===== config.mk =====
export PLATFORM = sky130hd
export DESIGN_NAME = i2c_stat_reg
export DESIGN_NICKNAME = d
export VERILOG_FILES = /design/src/rtl/i2c_stat_pkg.sv /design/src/rtl/i2c_arb_chk.sv /design/src/rtl/i2c_flag_cell.sv /design/src/rtl/i2c_stat_reg.sv
export SDC_FILE = /design/constraint.sdc
export NUM_CORES = 1
export LEC_CHECK = 0
export ABC_CLOCK_PERIOD_IN_PS = 1600
export BUFFER_PORTS_ARGS = -buffer_cell sky130_fd_sc_hd__buf_2
export CORE_MARGIN = 5
export CORE_UTILIZATION = 46
export DETAILED_ROUTE_END_ITERATION = 6
export PLACE_DENSITY = 0.94
export SKIP_LAST_GASP = 1
export SLEW_MARGIN = 20
export SYNTH_ARGS = -nofsm -noshare
export SYNTH_HDL_FRONTEND = slang
export SYNTH_SLANG_ARGS = --single-unit

===== constraint.sdc =====
create_clock -name clk_i -period 1.6 [get_ports clk_i]
set_input_delay 0.24 -clock clk_i [delete_from_list [all_inputs] [get_ports clk_i]]
set_output_delay 0.24 -clock clk_i [all_outputs]
set_load 0.05 [all_outputs]

===== src/rtl/i2c_stat_pkg.sv =====
package i2c_stat_pkg;
  localparam int unsigned STAT_W = 8;
  localparam int unsigned FLAG_N = STAT_W - 1;
  localparam int unsigned B_ACK  = 0;
  localparam int unsigned B_GC   = 1;
  localparam int unsigned B_AM   = 2;
  localparam int unsigned B_AL   = 3;
  localparam int unsigned B_AM2  = 4;
  localparam int unsigned B_CT   = 5;
  localparam int unsigned B_NSTP = 6;
  localparam int unsigned B_ESTP = 7;
endpackage


===== src/rtl/i2c_arb_chk.sv =====
module i2c_arb_chk (
  input  logic en_i,
  input  logic sda_int_i,
  input  logic sda_pin_i,
  input  logic scl_int_i,
  input  logic scl_rise_i,
  input  logic scl_fall_i,
  output logic lost_o
);
  logic sda_miss, scl_miss;
  assign sda_miss = scl_rise_i & (sda_int_i ^ sda_pin_i);
  assign scl_miss = scl_fall_i & scl_int_i; // still driving high while bus fell
  assign lost_o   = en_i & (sda_miss | scl_miss);
endmodule


===== src/rtl/i2c_flag_cell.sv =====
module i2c_flag_cell (
  input  logic clk_i,
  input  logic rst_ni,
  input  logic set_i,
  input  logic clr_i,
  input  logic hold_i,
  output logic q_o
);
  always_ff @(posedge clk_i or negedge rst_ni) begin
    if (!rst_ni)     q_o <= 1'b0;
    else if (hold_i) q_o <= 1'b0;
    else if (set_i)  q_o <= 1'b1; // set beats clear
    else if (clr_i)  q_o <= 1'b0;
  end
endmodule


===== src/rtl/i2c_stat_reg.sv =====
module i2c_stat_reg
  import i2c_stat_pkg::*;
(
  input  logic              clk_i,
  input  logic              rst_ni,
  input  logic              master_i,
  input  logic              transmit_i,
  input  logic              fs_i,
  input  logic              fsx_i,
  input  logic              start_det_i,
  input  logic              stop_det_i,
  input  logic              frame_busy_i,
  input  logic              addr_match_i,
  input  logic              gcall_match_i,
  input  logic              addr2_match_i,
  input  logic              tdre_set_i,
  input  logic              rdrf_set_i,
  input  logic              int_clr_i,
  input  logic              dr_wr_i,
  input  logic              dr_rd_i,
  input  logic              sda_int_i,
  input  logic              sda_pin_i,
  input  logic              scl_int_i,
  input  logic              scl_rise_i,
  input  logic              scl_fall_i,
  input  logic              ack_sample_i,
  input  logic              ack_pin_i,
  input  logic              rd_i,
  input  logic              wr_i,
  input  logic [STAT_W-1:0] wdata_i,
  output logic [STAT_W-1:0] rdata_o,
  output logic              ack_o
);
  logic [STAT_W-1:0] stat;
  logic [FLAG_N-1:0] rd1_q, sw_clr, set_v, clr_v, hold_v;
  logic              ack_q, arb_lost, slave_rx, dr_clr;

  i2c_arb_chk u_arb (
    .en_i      (master_i & transmit_i),
    .sda_int_i (sda_int_i),
    .sda_pin_i (sda_pin_i),
    .scl_int_i (scl_int_i),
    .scl_rise_i(scl_rise_i),
    .scl_fall_i(scl_fall_i),
    .lost_o    (arb_lost)
  );

  assign slave_rx = ~master_i & ~transmit_i;
  assign dr_clr   = (dr_wr_i & transmit_i) | (dr_rd_i & ~transmit_i);
  assign sw_clr   = {FLAG_N{wr_i}} & rd1_q & ~wdata_i[STAT_W-1:1];

  always_comb begin
    set_v  = '0;
    clr_v  = sw_clr;
    hold_v = '0;
    set_v[B_GC-1]   = slave_rx & gcall_match_i & (~fs_i | ~fsx_i);
    set_v[B_AM-1]   = slave_rx & ~fs_i & (addr_match_i | gcall_match_i);
    set_v[B_AL-1]   = arb_lost;
    set_v[B_AM2-1]  = slave_rx & ~fsx_i & addr2_match_i;
    set_v[B_CT-1]   = (tdre_set_i | rdrf_set_i) & (master_i | stat[B_AM2]);
    set_v[B_NSTP-1] = ~master_i & stop_det_i & ~frame_busy_i;
    set_v[B_ESTP-1] = ~master_i & stop_det_i & frame_busy_i;
    clr_v[B_GC-1]   = sw_clr[B_GC-1] | dr_clr;
    clr_v[B_AM-1]   = sw_clr[B_AM-1] | dr_clr;
    clr_v[B_AL-1]   = sw_clr[B_AL-1] | dr_clr;
    clr_v[B_AM2-1]  = sw_clr[B_AM2-1] | start_det_i;
    clr_v[B_CT-1]   = sw_clr[B_CT-1] | int_clr_i;
    clr_v[B_NSTP-1] = sw_clr[B_NSTP-1] | int_clr_i;
    clr_v[B_ESTP-1] = sw_clr[B_ESTP-1] | int_clr_i;
    hold_v[B_GC-1]  = master_i;
    hold_v[B_AM-1]  = master_i;
    hold_v[B_AM2-1] = master_i;
  end

  for (genvar gi = 0; gi < FLAG_N; gi++) begin : g_flag
    i2c_flag_cell u_cell (
      .clk_i (clk_i),
      .rst_ni(rst_ni),
      .set_i (set_v[gi]),
      .clr_i (clr_v[gi]),
      .hold_i(hold_v[gi]),
      .q_o   (stat[gi+1])
    );
  end

  // read-as-1 qualification: reloaded by read, consumed by write
  always_ff @(posedge clk_i or negedge rst_ni) begin
    if (!rst_ni)    rd1_q <= '0;
    else if (rd_i)  rd1_q <= stat[STAT_W-1:1];
    else if (wr_i)  rd1_q <= '0;
  end

  always_ff @(posedge clk_i or negedge rst_ni) begin
    if (!rst_ni)                        ack_q <= 1'b0;
    else if (ack_sample_i & transmit_i) ack_q <= ack_pin_i;
    else if (wr_i)                      ack_q <= wdata_i[B_ACK];
  end

  assign stat[B_ACK] = ack_q;
  assign rdata_o     = stat;
  assign ack_o       = ack_q;
endmodule


Yosys cells after proc, flatten, opt, wreduce, memory -nomap -nowiden
Cells that the tools add are included.
- output and inout bits: 9
- word-level logic and storage cells: 79
- register bits after elaboration: 15
- bits of input ports: 34
- multiplexer cells: 21
- bitwise logic cells: 40
- reduce and logical (&&, ||, !) cells: 9
- operators with widths (cell ; count):
    $mux 1 ; 19
    $and 1x1->1 ; 18
    $and 7x7->7 ; 2
    $mux 7 ; 2
    $or 1x1->1 ; 13
    $reduce_bool 2->1 ; 6
    $reduce_bool 3->1 ; 3
    $not 7->7 ; 1
    $not 1->1 ; 5
    $xor 1x1->1 ; 1

Longest topological paths before layout
Gate-level depths: netlist (run 1).
- depth in word-level cells: 7
- depth in mapped cells: 4
- gate-level depth less buffers: 3

Hierarchy
Synthesis (run 1) repeated with hierarchy kept, for this count alone.
- cells, all modules: 81
- area total of the unflattened synthesis: 805.8 um^2
- modules (own cells, without submodules) (module ; cells an instance ; sequential area each (um^2) ; area an instance (um^2) ; instances):
    i2c_stat_reg ; 49 ; 200.2 ; 476.7 ; 1
    i2c_flag_cell ; 4 ; 25.0 ; 43.8 ; 7
    i2c_arb_chk ; 4 ; 0.0 ; 22.5 ; 1

Worst setup path after synthesis (run 1)
Ideal clock, no wire load.
- path kind: register to output
- start point: reg ack_q (netlist: ack_o)
- end point: out rdata_o[0]
- cell stages (with the launch flop): 2
- path buffers: 1
- data required time: 1.360 ns
- data arrival time: 0.903 ns
- slack: 0.457 ns
- path through: dfrtp_1 -> buf_4
- RTL lines (element ; RTL line ; source):
    start: declaration ; i2c_stat_reg.sv:36 ; logic ack_q, arb_lost, slave_rx, dr_clr;
    start signal: assignment ; i2c_stat_reg.sv:95 ; else if (ack_sample_i & transmit_i) ack_q <= ack_pin_i;
    start signal: assignment ; i2c_stat_reg.sv:96 ; else if (wr_i) ack_q <= wdata_i[B_ACK];
    end: declaration ; i2c_stat_reg.sv:31 ; output logic [STAT_W-1:0] rdata_o,
No word-level cell between the ends.

Final worst setup path (run 1)
- start point: reg g_flag[3].u_cell.q_o
- end point: out rdata_o[4]
- RTL lines (element ; RTL line ; source):
    start: declaration ; i2c_flag_cell.sv:7 ; output logic q_o
    start signal: assignment ; i2c_flag_cell.sv:10 ; if (!rst_ni) q_o <= 1'b0;
    start signal: assignment ; i2c_flag_cell.sv:11 ; else if (hold_i) q_o <= 1'b0;
    start signal: assignment ; i2c_flag_cell.sv:12 ; else if (set_i) q_o <= 1'b1;
No word-level cell between the ends.

==> results.cfg, run 1 <==
[outcome]
status = complete, no violations

[sta]
clock.fmax_mhz = 826
hold_violations = 0
relSlewSlack = 0.783
finalCriticalPeriod_ps = 1210
setup_tns_ps = 0
grt_setup_unrepaired = no
drv_slew = 0
fin_crit_sh = 0.757
clock_skew_ps = 0.688
tightest_slew_ps = 326
setup-violations-final = 0

[route]
postRouteAntennaNets = 0
drcViolationCount = 0
routed_wl_um = 1740
via_count = 712
wl_per_cell_um = 12.7
drtPass1Iterations = 4
drt-initial-drc-count = 13
vias_per_cell = 5.20

[floorplan]
boundaryPins = 43
start_util = 0.496
die_height_um = 51
fp.dieW_um = 51
coreArea_um2 = 1560
num_rows = 14
dieArea_um2 = 2600

[clocking]
numCtsBuffers = 3
cts.path.max_buffers = 2
cts_max_level = 1
ctsRootBufferMaster = clkbuf_4
clock_latency_ps = 280
cts_num_sinks = 15
clk_pin_slew_ps = 80
tritoncts = yes

[power_and_ir_drop]
total_power_mw = 0.833
clkPwrFrac = 0.249
switching_share = 0.310
internal-power_mw = 0.574
peakVddDrop_mv = 0.516
p_per_area_nw_per_um2 = 865
power_frac_seq = 0.508
p_sw_mw = 0.259
p_leak_nw = 0.499
p_comb_frac = 0.243

[logic_synthesis]
synth_area_um2 = 773
avgSynthCellArea_um2 = 9.21
yosysTopAreaCellShare = 0.485
ys_ff_latch = 15
synthTopCellsByCount = dfrtp_1 (15), nand2_1 (15), o21ai_1 (13), buf_4 (8), nand2b_1 (5)
async_flop_share = 1.00
synth_top_area_cell = dfrtp_1
synth_cell_types = 25
synth_area_leaders = dfrtp_1 (49%), o21ai_1 (8.4%), buf_4 (7.8%), nand2_1 (7.3%), nand2b_1 (4.0%)
netlist_instances = 84
synth-edff-count = 0
yosys_warnings = 0
synthFlopType = dfrtp_1
syn-num-nets = 118
yosysSeqAreaShare = 0.485

[global_routing]
antenna_found_initial = 0
grt.total_usage = 0.142
grt_start_max_net_pins = 16
grt_overflow_total = 0
grt_pass1_wl_um = 2810
grt_pass1_vias = 696

[worst_setup_path]
r2r_setup_slack_ps = 780
reg2reg_to = g_flag[2].u_cell.q_o$_DFFE_PN0P_
cp_num_buf_inv = 1
cp_slowest_cell = dfrtp_1
rr_worst_depth = 3
critPathKind = flop to output pin
end_kind = output pin
worstSetupStartpointType = flop
arrival_ps = 970
reg2reg_from = rd1_q[2]$_DFFE_PN0P_
path_cells = buf_2
crit_fanout = 4
path_delay_family = flip-flops
crit_required_ps = 1360
slowest_delay_ps = 400

[place]
port_buffers = 42
dp_hpwl_um = 1420
gp_congestion = 0.771

[min_path]
whs_endpoint = g_flag[1].u_cell.q_o$_DFFE_PN0P_
whs_path_depth = 2
worstHoldStart = fs_i
hold_class = primary input to flop

[final_layout]
area_delta_synth_final_pct = 24.6
final_nets = 156
layout-drive-gt1-share = 0.388
n_antenna_cell = 0

[run]
maxCapViolCount = 0
-- placed cells by master, fill, tap and decap left out, types with 2 or more instances in the layout --
cell,n
o21ai_1,13
nor2_1,4
buf_2,42
nor2b_1,3
a22o_1,3
dfrtp_1,15
nand2_1,15
o22ai_1,2
clkbuf_4,3
nand2b_1,5
-- registers in the layout (all words and copies together), names as in the netlist --
name and count:
g_flag.u_cell.q_o 7, rd1_q 7, ack_o 1
-- layer usage --
metal  up-vias  track usage  wire length [um]
met5         -            0                 0
met4         0       0.0807                37
met3         4       0.0174               146
met2        37        0.230               807
met1       316        0.185               751
li1        355            -                 -
-- cell families after synthesis --
logic type      Yosys count  synth area share
simple gates             32             0.199
compound gates           24             0.188
flops                    15             0.485
buf+inv                  11             0.104
xor+xnor                  1            0.0113
mux                       1            0.0129
-- power by group through the flow --
stage                     clock (mW)  sequential, mW  combinational, mW
after floorplan                    0           0.437              0.137
after global placement             0           0.429              0.198
after detailed placement           0           0.430              0.202
after CTS                      0.223           0.423              0.204
after global routing           0.232           0.427              0.219
final                          0.208           0.423              0.202
-- layout make-up --
class,instances,area [um^2]
repair buffers,43,220
fillers,147,596
clock buffers,4,26.3
flip-flops and latches,15,375
well taps,16,20.0
inverters,1,3.75
multi-input cells,58,318
-- how the worst max path moves through the flow --
stage | slack (ps) | to | depth (start not counted) | from
final | 390 | rdata_o[4] | 1 | g_flag[3].u_cell.q_o$_DFFE_PN0P_
after global placement | 690 | g_flag[1].u_cell.q_o$_DFFE_PN0P_ | 4 | transmit_i
after floorplan | 460 | rdata_o[0] | 1 | ack_o$_DFFE_PN0P_
after detailed placement | 660 | g_flag[2].u_cell.q_o$_DFFE_PN0P_ | 4 | wr_i
after global routing | 350 | rdata_o[4] | 1 | g_flag[3].u_cell.q_o$_DFFE_PN0P_
after CTS | 380 | rdata_o[4] | 1 | g_flag[3].u_cell.q_o$_DFFE_PN0P_
-- metrics by stage --
stage	instances	hold WS, ps	cell area [um^2]	utilization	worst slack (ps)
after floorplan	84	-55.6	773	-	457
after global placement	132	151	927	0.595	689
after detailed placement	132	154	927	0.595	658
after CTS	137	125	963	0.618	383
after global routing	137	127	963	0.618	347
final	137	138	963	0.618	389
-- worst register-to-register path, stage by stage, from the launching register on --
cell	delay, ps
dfrtp_1	380
nand2_2	60
o221ai_1	170
o21ai_1	90
-- what timing repair did --
| action | in CTS | in global routing |
|---|---|---|
| buffers inserted | 0 | 0 |
| endpoints found under the hold margin | 15 | 0 |
| gates resized for setup | 0 | 0 |
| hold buffers | 1 | 0 |
Power figures use the tool's default switching activity.
==> run 2: changes to the inputs <==
Settings changed: ABC_CLOCK_PERIOD_IN_PS 1600 to 1150, CORE_UTILIZATION 46 to 42, PLACE_DENSITY 0.94 to 0.87.
Clock period 1.6 ns to 1.15 ns, I/O delays scaled along.
==> results.cfg, run 2 (synthesis results as in run 1) <==
[clocking]
tritoncts = yes
clock_latency_ps = 270
postCtsSetupBuffers = 0
clk_pin_slew_ps = 80
ctsRootBufferMaster = clkbuf_4
cts_num_sinks = 15
cts.path.max_buffers = 2
cts_max_level = 1
numCtsBuffers = 3

[floorplan]
die_height_um = 52.9
start_util = 0.443
dieArea_um2 = 2800
boundaryPins = 43
num_rows = 15
coreArea_um2 = 1750
fp.dieW_um = 52.9

[sta]
tightest_slew_ps = 326
fin_crit_sh = 0.958
hold_violations = 0
setup-violations-final = 0
drv_slew = 0
clock_skew_ps = 0.209
finalCriticalPeriod_ps = 1100
clock.fmax_mhz = 908
setup_tns_ps = 0
grt_setup_unrepaired = no
hold_slack_ps = 85.4
relSlewSlack = 0.782

[route]
wl_per_cell_um = 11.9
route.met3.wl_um = 156
drt-initial-drc-count = 7
drtPass1Iterations = 4
postRouteAntennaNets = 0
wl_met2_um = 846
drcViolationCount = 0
top_layer = met4
vias_per_cell = 4.71
wl_met1_um = 706
via_count = 687
routed_wl_um = 1740

[final_layout]
layout-drive-gt1-share = 0.388
layout_common_cells = buf_2 (41), nand2_1 (15), dfrtp_1 (15)
area_delta_synth_final_pct = 26.4
n_antenna_cell = 0
layout.cells.most_common = buf_2
final_nets = 156

[power_and_ir_drop]
p_per_area_nw_per_um2 = 1180
p_leak_nw = 0.499
peakVddDrop_mv = 0.816
total_power_mw = 1.16

[global_routing]
antenna_found_initial = 0
grt_pass1_wl_um = 2770
grt_start_max_net_pins = 16
grt_pass1_vias = 671
grt.total_usage = 0.134
grt_overflow_total = 0

[worst_setup_path]
cp_slowest_cell = dfrtp_1
path_cells = buf_2
worstSetupStartpointType = flop
cp_num_buf_inv = 1
arrival_ps = 930
slowest_delay_ps = 380
crit_required_ps = 980
crit_fanout = 3
end_kind = output pin
path_delay_family = flip-flops
critPathKind = flop to output pin

[outcome]
status = complete, no violations

[place]
port_buffers = 42
gp_congestion = 0.733
dp_hpwl_um = 1420

[min_path]
hold_class = primary input to flop

[run]
maxCapViolCount = 0
[run 2: what timing repair did]
action | in CTS | in global routing
endpoints found under the hold margin | 15 | 0
hold buffers | 1 | 0
gates resized for setup | 0 | 1
setup endpoints to repair | 0 | 1
[run 2: worst paths after layout]
path | from | to | slack (ps) | cells past startpoint
min | fs_i | g_flag[1].u_cell.q_o$_DFFE_PN0P_ | 90 | 2
min in group asynchronous | rst_ni | g_flag[4].u_cell.q_o$_DFFE_PN0P_ | 320 | 2
max | g_flag[2].u_cell.q_o$_DFFE_PN0P_ | rdata_o[3] | 50 | 1
min reg2reg | rd1_q[3]$_DFFE_PN0P_ | rd1_q[3]$_DFFE_PN0P_ | 520 | 1
max in group asynchronous | rst_ni | g_flag[6].u_cell.q_o$_DFFE_PN0P_ | 580 | 2
max reg2reg | rd1_q[2]$_DFFE_PN0P_ | g_flag[2].u_cell.q_o$_DFFE_PN0P_ | 360 | 3
[run 2: area by class of cell]
cell class	instances	area, um^2
fillers	174	768
flip-flops and latches	15	375
multi-input cells	58	318
repair buffers	43	223
well taps	25	31.3
clock buffers	4	26.3
inverters	1	3.75
[run 2: report_power, final]
group / leakage [nW] / switching, mW / internal (mW) / total (mW)
Combinational: 0.287 / 0.180 / 0.101 / 0.281
Sequential: 0.196 / 0.0248 / 0.564 / 0.589
Clock: 0.0150 / 0.152 / 0.134 / 0.286
[run 2: routing by layer]
layer  up-vias  global-route usage
met3         2              0.0169
met4         0              0.0638
li1        353                   -
met2        27               0.221
met5         -                   0
met1       305               0.171
[run 2: per-stage QoR]
| step | cells | instance area (um^2) | utilization | setup slack, ps |
|---|---|---|---|---|
| after floorplan | 84 | 773 | - | 74.5 |
| after global placement | 141 | 938 | 0.538 | 308 |
| after detailed placement | 141 | 938 | 0.538 | 284 |
| after CTS | 146 | 975 | 0.558 | 26.7 |
| after global routing | 146 | 977 | 0.560 | 8.33 |
| final | 146 | 977 | 0.560 | 48.6 |
